--- src/rtl/step_pulse_pkg.sv ---
// Shared types for the single-step pulse generator.
// Assumes: the state codes are visible on a display and must not change.
package step_pulse_pkg;

    typedef enum logic [1:0] {
        ST_IDLE = 2'd0,   // waiting for a press
        ST_FIRE = 2'd1,   // pulse cycle
        ST_COOL = 2'd2,   // pulse off, unconditional
        ST_HOLD = 2'd3    // waiting for release
    } pstate_e;

endpackage

--- src/rtl/btn_condition.sv ---
// Polarity correction and multi-flop synchronizer for a pushbutton level.
// Assumes: btn_raw is asynchronous to clk; debouncing is handled elsewhere.
// The output is active high and lags the input by SYNC_STAGES edges.
module btn_condition #(
    parameter int SYNC_STAGES    = 2,
    parameter bit BTN_ACTIVE_LOW = 1'b1
) (
    input  logic clk,
    input  logic rst_n,
    input  logic btn_raw,
    output logic btn_sync
);

    logic               btn_corr;
    logic [SYNC_STAGES-1:0] stage;

    // Polarity variant picked by parameter.
    generate
        if (BTN_ACTIVE_LOW) begin : g_inv
            assign btn_corr = ~btn_raw;
        end else begin : g_pass
            assign btn_corr = btn_raw;
        end
    endgenerate

    // First synchronizer stage samples the corrected level.
    always_ff @(posedge clk) begin
        if (!rst_n) stage[0] <= 1'b0;
        else        stage[0] <= btn_corr;
    end

    // Remaining stages shift the level along the chain.
    generate
        for (genvar i = 1; i < SYNC_STAGES; i++) begin : g_stage
            always_ff @(posedge clk) begin
                if (!rst_n) stage[i] <= 1'b0;
                else        stage[i] <= stage[i-1];
            end

            // each stage takes the previous stage's value one edge later.
            assert_stage_shift_R3: assert property (@(posedge clk) disable iff (!rst_n)
                rst_n |=> (stage[i] == $past(stage[i-1])));
        end
    endgenerate

    assign btn_sync = stage[SYNC_STAGES-1];

endmodule

--- src/rtl/pulse_fsm.sv ---
// Four-state single-step machine: idle, fire, cool-down, wait-for-release.
// Assumes: btn is already synchronized and active high; arm is synchronous.
// The pulse is decoded from the fire state only.
module pulse_fsm
    import step_pulse_pkg::*;
(
    input  logic    clk,
    input  logic    rst_n,
    input  logic    btn,
    input  logic    arm,
    output logic    pulse,
    output pstate_e cur
);

    pstate_e nxt;

    // Next-state selection; a disarmed machine always falls back to idle.
    always_comb begin
        nxt = ST_IDLE;
        if (arm) begin
            unique case (cur)
                ST_IDLE: nxt = btn ? ST_FIRE : ST_IDLE;
                ST_FIRE: nxt = ST_COOL;
                ST_COOL: nxt = ST_HOLD;
                ST_HOLD: nxt = btn ? ST_HOLD : ST_IDLE;
                default: nxt = ST_IDLE;
            endcase
        end
    end

    // State register with synchronous active-low reset.
    always_ff @(posedge clk) begin
        if (!rst_n) cur <= ST_IDLE;
        else        cur <= nxt;
    end

    // Pulse decode.
    assign pulse = (cur == ST_FIRE);

    // reset lands in idle.
    assert_reset_idle_R1: assert property (@(posedge clk)
        !rst_n |=> (cur == ST_IDLE));

    // the pulse never lasts two cycles.
    assert_pulse_single_R4: assert property (@(posedge clk) disable iff (!rst_n)
        pulse |=> !pulse);

    // a synchronized press seen in idle fires next.
    assert_press_fires_R3: assert property (@(posedge clk) disable iff (!rst_n)
        (cur == ST_IDLE && btn && arm) |=> (cur == ST_FIRE));

    // fire and cool-down advance unconditionally while armed.
    assert_fire_to_cool_R5: assert property (@(posedge clk) disable iff (!rst_n)
        (cur == ST_FIRE && arm) |=> (cur == ST_COOL));
    assert_cool_to_hold_R5: assert property (@(posedge clk) disable iff (!rst_n)
        (cur == ST_COOL && arm) |=> (cur == ST_HOLD));

    // hold persists while pressed, exits when released.
    assert_hold_stays_R6: assert property (@(posedge clk) disable iff (!rst_n)
        (cur == ST_HOLD && btn && arm) |=> (cur == ST_HOLD));
    assert_release_idle_R6: assert property (@(posedge clk) disable iff (!rst_n)
        (cur == ST_HOLD && !btn) |=> (cur == ST_IDLE));

    // a disarmed machine returns to idle without firing.
    assert_disarm_idle_R8: assert property (@(posedge clk) disable iff (!rst_n)
        !arm |=> (cur == ST_IDLE && !pulse));

endmodule

--- src/rtl/step_pulse_gen.sv ---
// Top level: pushbutton to one-cycle enable pulse, with state for display.
// Assumes: clk is the fast system clock; rst_n is synchronous, active low;
// step_mode is a synchronous level.
module step_pulse_gen
    import step_pulse_pkg::*;
#(
    parameter int SYNC_STAGES    = 2,
    parameter bit BTN_ACTIVE_LOW = 1'b1
) (
    input  logic       clk,
    input  logic       rst_n,
    input  logic       btn_raw,
    input  logic       step_mode,
    output logic       pulse,
    output logic [1:0] state
);

    logic    btn_sync;
    pstate_e cur;

    btn_condition #(
        .SYNC_STAGES    (SYNC_STAGES),
        .BTN_ACTIVE_LOW (BTN_ACTIVE_LOW)
    ) u_cond (
        .clk      (clk),
        .rst_n    (rst_n),
        .btn_raw  (btn_raw),
        .btn_sync (btn_sync)
    );

    pulse_fsm u_fsm (
        .clk   (clk),
        .rst_n (rst_n),
        .btn   (btn_sync),
        .arm   (step_mode),
        .pulse (pulse),
        .cur   (cur)
    );

    // Expose the state code for display.
    assign state = cur;

endmodule

--- config.mk ---
export PLATFORM = sky130hd
export DESIGN_NAME = step_pulse_gen
export DESIGN_NICKNAME = d
export VERILOG_FILES = /design/src/rtl/step_pulse_pkg.sv /design/src/rtl/btn_condition.sv /design/src/rtl/pulse_fsm.sv /design/src/rtl/step_pulse_gen.sv
export SDC_FILE = /design/constraint.sdc
export NUM_CORES = 1
export LEC_CHECK = 0
export CORE_AREA = 2 2 39 41
export CTS_BUF_LIST = sky130_fd_sc_hd__clkbuf_8
export DETAILED_ROUTE_END_ITERATION = 8
export DIE_AREA = 0 0 41 43
export GPL_ROUTABILITY_DRIVEN = 0
export SLEW_MARGIN = 10
export SYNTH_ARGS = -nofsm -noshare
export SYNTH_HDL_FRONTEND = slang
export SYNTH_HIERARCHICAL = 1
export SYNTH_SLANG_ARGS = --single-unit
--- constraint.sdc ---
create_clock -name clk -period 2.3 [get_ports clk]
set_clock_uncertainty 0.15 [all_clocks]
set_input_delay 0.575 -clock clk [delete_from_list [all_inputs] [get_ports clk]]
set_output_delay 0.575 -clock clk [all_outputs]
set_load 0.05 [all_outputs]
Word level (Yosys, flattened, before mapping) --
Cells that the tools add are included.
Storage, ports and cells: flip-flop bits (word level) 4, input bits 4, word-level logic and storage cells 12
Operators by class: eq/ne operators 3, mux-type cells 3, bitwise gates (word level) 1, reductions and logical operators 2
Operators with widths (count):
- $pmux W2 S4 | 1
- $eq A2 B2 Y1 const B | 2
- $eq A2 B1 Y1 const B | 1
- $logic_not A2 Y1 | 1
- $mux W2 | 1
- $reduce_and A2 Y1 | 1
- $mux W1 | 1
- $not A1 Y1 | 1

Logic depth before layout (Yosys ltp) --
word-level depth 2, mapped depth 2, gate-level depth less buffers 2

Hierarchy --
The synthesis kept the hierarchy.
By module, submodules not included:
- pulse_fsm | times used 1, cells an instance 10, area each 88.8 um^2, sequential area each 40.0 um^2
- btn_condition | times used 1, cells an instance 4, area each 60.1 um^2, sequential area each 40.0 um^2

Worst setup path before layout --
Ideal clock, no wire load.
path kind register to output, from register u_fsm.cur[0], to output pulse, data arrival time 1.434 ns, slack 0.141 ns, stages on the path, launching flop included 2, path buffers 0, cells stage by stage dfxtp_1 -> nor2b_1
On the way: word-level cells in the longest chain between the ends 1
RTL lines:
- start: declaration | line pulse_fsm.sv:12 | output pstate_e cur
- start signal: assignment | line pulse_fsm.sv:34 | else cur <= nxt;
- $eq A2 B1 Y1 | line pulse_fsm.sv:38 | assign pulse = (cur == ST_FIRE);
- end: declaration | line step_pulse_gen.sv:14 | output logic pulse,
Every way passes these cells.

Final worst setup path --
from register u_fsm.cur[1], to output state[1]
RTL lines:
- end: declaration | line step_pulse_gen.sv:15 | output logic [1:0] state
No word-level cell between the ends.

==> impl_metrics.json <==
{
  "status": "complete, no violations",
  "synth.area.top_cells": "dfxtp_1, nor2b_4, nor3_2, and3b_1, nand2_1",
  "drt_first_iter_violations": 3,
  "critPathBufInv": 1,
  "power_switching_uw": 40.8,
  "ys_warn_count": 6,
  "vdd_drop_max_uv": 346,
  "slew_headroom": 0.674,
  "timing.final.crit_share": 0.934,
  "drc": 0,
  "synth_fp_nets": 18,
  "clk_pin_slew_ns": 0.03,
  "cp_max_fo": 6,
  "clockBufferDepth": 2,
  "design_area_sq_um": 268,
  "tightest_slew_ns": 0.487,
  "crit_chain": "clkdlybuf4s50_1",
  "critical_path_arrival_ns": 1.42,
  "die-height_um": 43,
  "rsz0062_at_grt": "false",
  "slowest_delay_ns": 0.83,
  "fmax_mhz": 466,
  "power.density_nw_per_um2": 869,
  "cp-end-kind": "output port",
  "startpoint": "u_fsm/cur[1]",
  "netlist_area_sq_um": 149,
  "power_frac_seq": 0.315,
  "area_growth_pct": 79.8,
  "synth_top_cell_area_share": 0.538,
  "route.vias.total": 125,
  "viasPerCell": 3.21,
  "wl_um": 234,
  "n_antenna_cell": 0,
  "fillers": 151,
  "leakage_uw": 0.000106,
  "cts.sinks": 4,
  "wire_per_inst_um": 6.00,
  "ys_seq_area_frac": 0.538,
  "initial_core_util": 0.108,
  "cts_hold_buf": 0,
  "grt_overflow": 0,
  "drv_cap": 0,
  "synth-seq-cells": 4,
  "grt_max_degree": 7,
  "startpoint_type": "register",
  "power_uw": 233,
  "synth.distinct_cells": 10,
  "dieArea_sq_um": 1760,
  "cp.required_ns": 1.57,
  "cts_tree": "built",
  "htree_levels": 1,
  "final_common_cell": "clkdlybuf4s50_1",
  "first_global_vias": 107,
  "critPathKind": "register to output port",
  "coreArea_sq_um": 1380,
  "placed_cell_area_sq_um": 226,
  "cts_resized": 0,
  "synth_largest_area_cell": "dfxtp_1",
  "cts_made_buffers": 3,
  "rows": 14,
  "drt_pre_antenna_iters": 2,
  "intPower_uw": 192,
  "cts_root_buf": "clkbuf_8",
  "slew_viol_final": 0,
  "hp-start": "u_cond/stage[0]",
  "grt_pass1_wl_um": 427,
  "clock_power_share": 0.622,
  "syn_inst": 14,
  "clkLatencyLatePin_ns": 0.21,
  "fin_setup_tns_ns": 0,
  "antenna_found_initial": 0,
  "nNetsFinal": 29,
  "crit_family": "buffers and inverters",
  "r2r-start": "u_fsm/cur[1]",
  "finalHoldViolations": 0,
  "final_layout_size_suffix_gt1_frac": 0.261,
  "hold_ws_ns": 0.275,
  "ant_nets": 0,
  "final_cell_mix": "clkdlybuf4s50_1, dfxtp_1, clkbuf_8",
  "post_cts_buffers": 0,
  "p_comb_frac": 0.063,
  "die_w_um": 41,
  "hold_path_class": "register to register",
  "portBuffers": 6,
  "finalSetupViolations": 0,
  "avgSynthCellArea_sq_um": 10.6,
  "track_usage": 0.0441,
  "p_sw_frac": 0.175,
  "critPathSlowestCell": "clkdlybuf4s50_1",
  "ios": 7,
  "timing.final.crit_period_ns": 2.15
}
## through the flow
step	instances	utilization	setup slack, ns
after floorplan	14	-	0.141
after global placement	36	0.164	0.386
after detailed placement	36	0.164	0.368
after CTS	39	0.193	0.141
after global routing	39	0.193	0.0729
final	39	0.193	0.153
## cell families (layout without fill, tap and decap cells)
kind of cell / count (synthesis) / count (layout) / synth area share
compound gates: 2 / 2 / 0.0840
buf+inv: 0 / 9 / 0
flops: 4 / 4 / 0.538
simple gates: 8 / 8 / 0.378
## final timing paths
path,depth (start not counted),end,slack (ns)
worst max-delay path,1,state[1],0.15
worst min-delay path,1,u_cond/btn_sync,0.28
worst max register to register,2,u_fsm/cur[1],1.41
worst min register to register,1,u_cond/btn_sync,0.28
## synthesized netlist by cell type, drive strengths merged
library cell and number:
nor3 1, and2 1, o21bai 1, nand2 2, and3b 1, nor2b 2
nor2 1, dfxtp 4, a21oi 1
## state kept, by name, summed over array words and instances, names as in the netlist
name	flops
u_cond/btn_sync	1
u_cond/stage	1
u_fsm/cur	2
## metal layers
layer	share of wire	GRT usage	vias up
met5	0	0	-
met4	0	0.0200	0
met3	0.19	0.0785	0
met2	0.32	0.0344	9
met1	0.49	0.0481	50
li1	-	-	66
## area by class of cell
cell class	instances	area, sq um	area share
clock buffer	3	41.3	0.154
multi-input combinational	10	68.8	0.257
sequential	4	80.1	0.299
tap	16	20.0	0.0748
timing repair buffer	6	57.6	0.215
## power groups by stage
stage	clock network, uW	logic, uW	registers (uW)
5_1_grt	159	16.0	73.5
3_3_place_gp	0	14.8	74.1
3_5_place_dp	0	14.8	74.1
2_1_floorplan	0	5.31	75.7
4_1_cts	148	14.8	73.2
6_report	145	14.8	73.2
No activity file was read; power rests on OpenSTA's default activity.
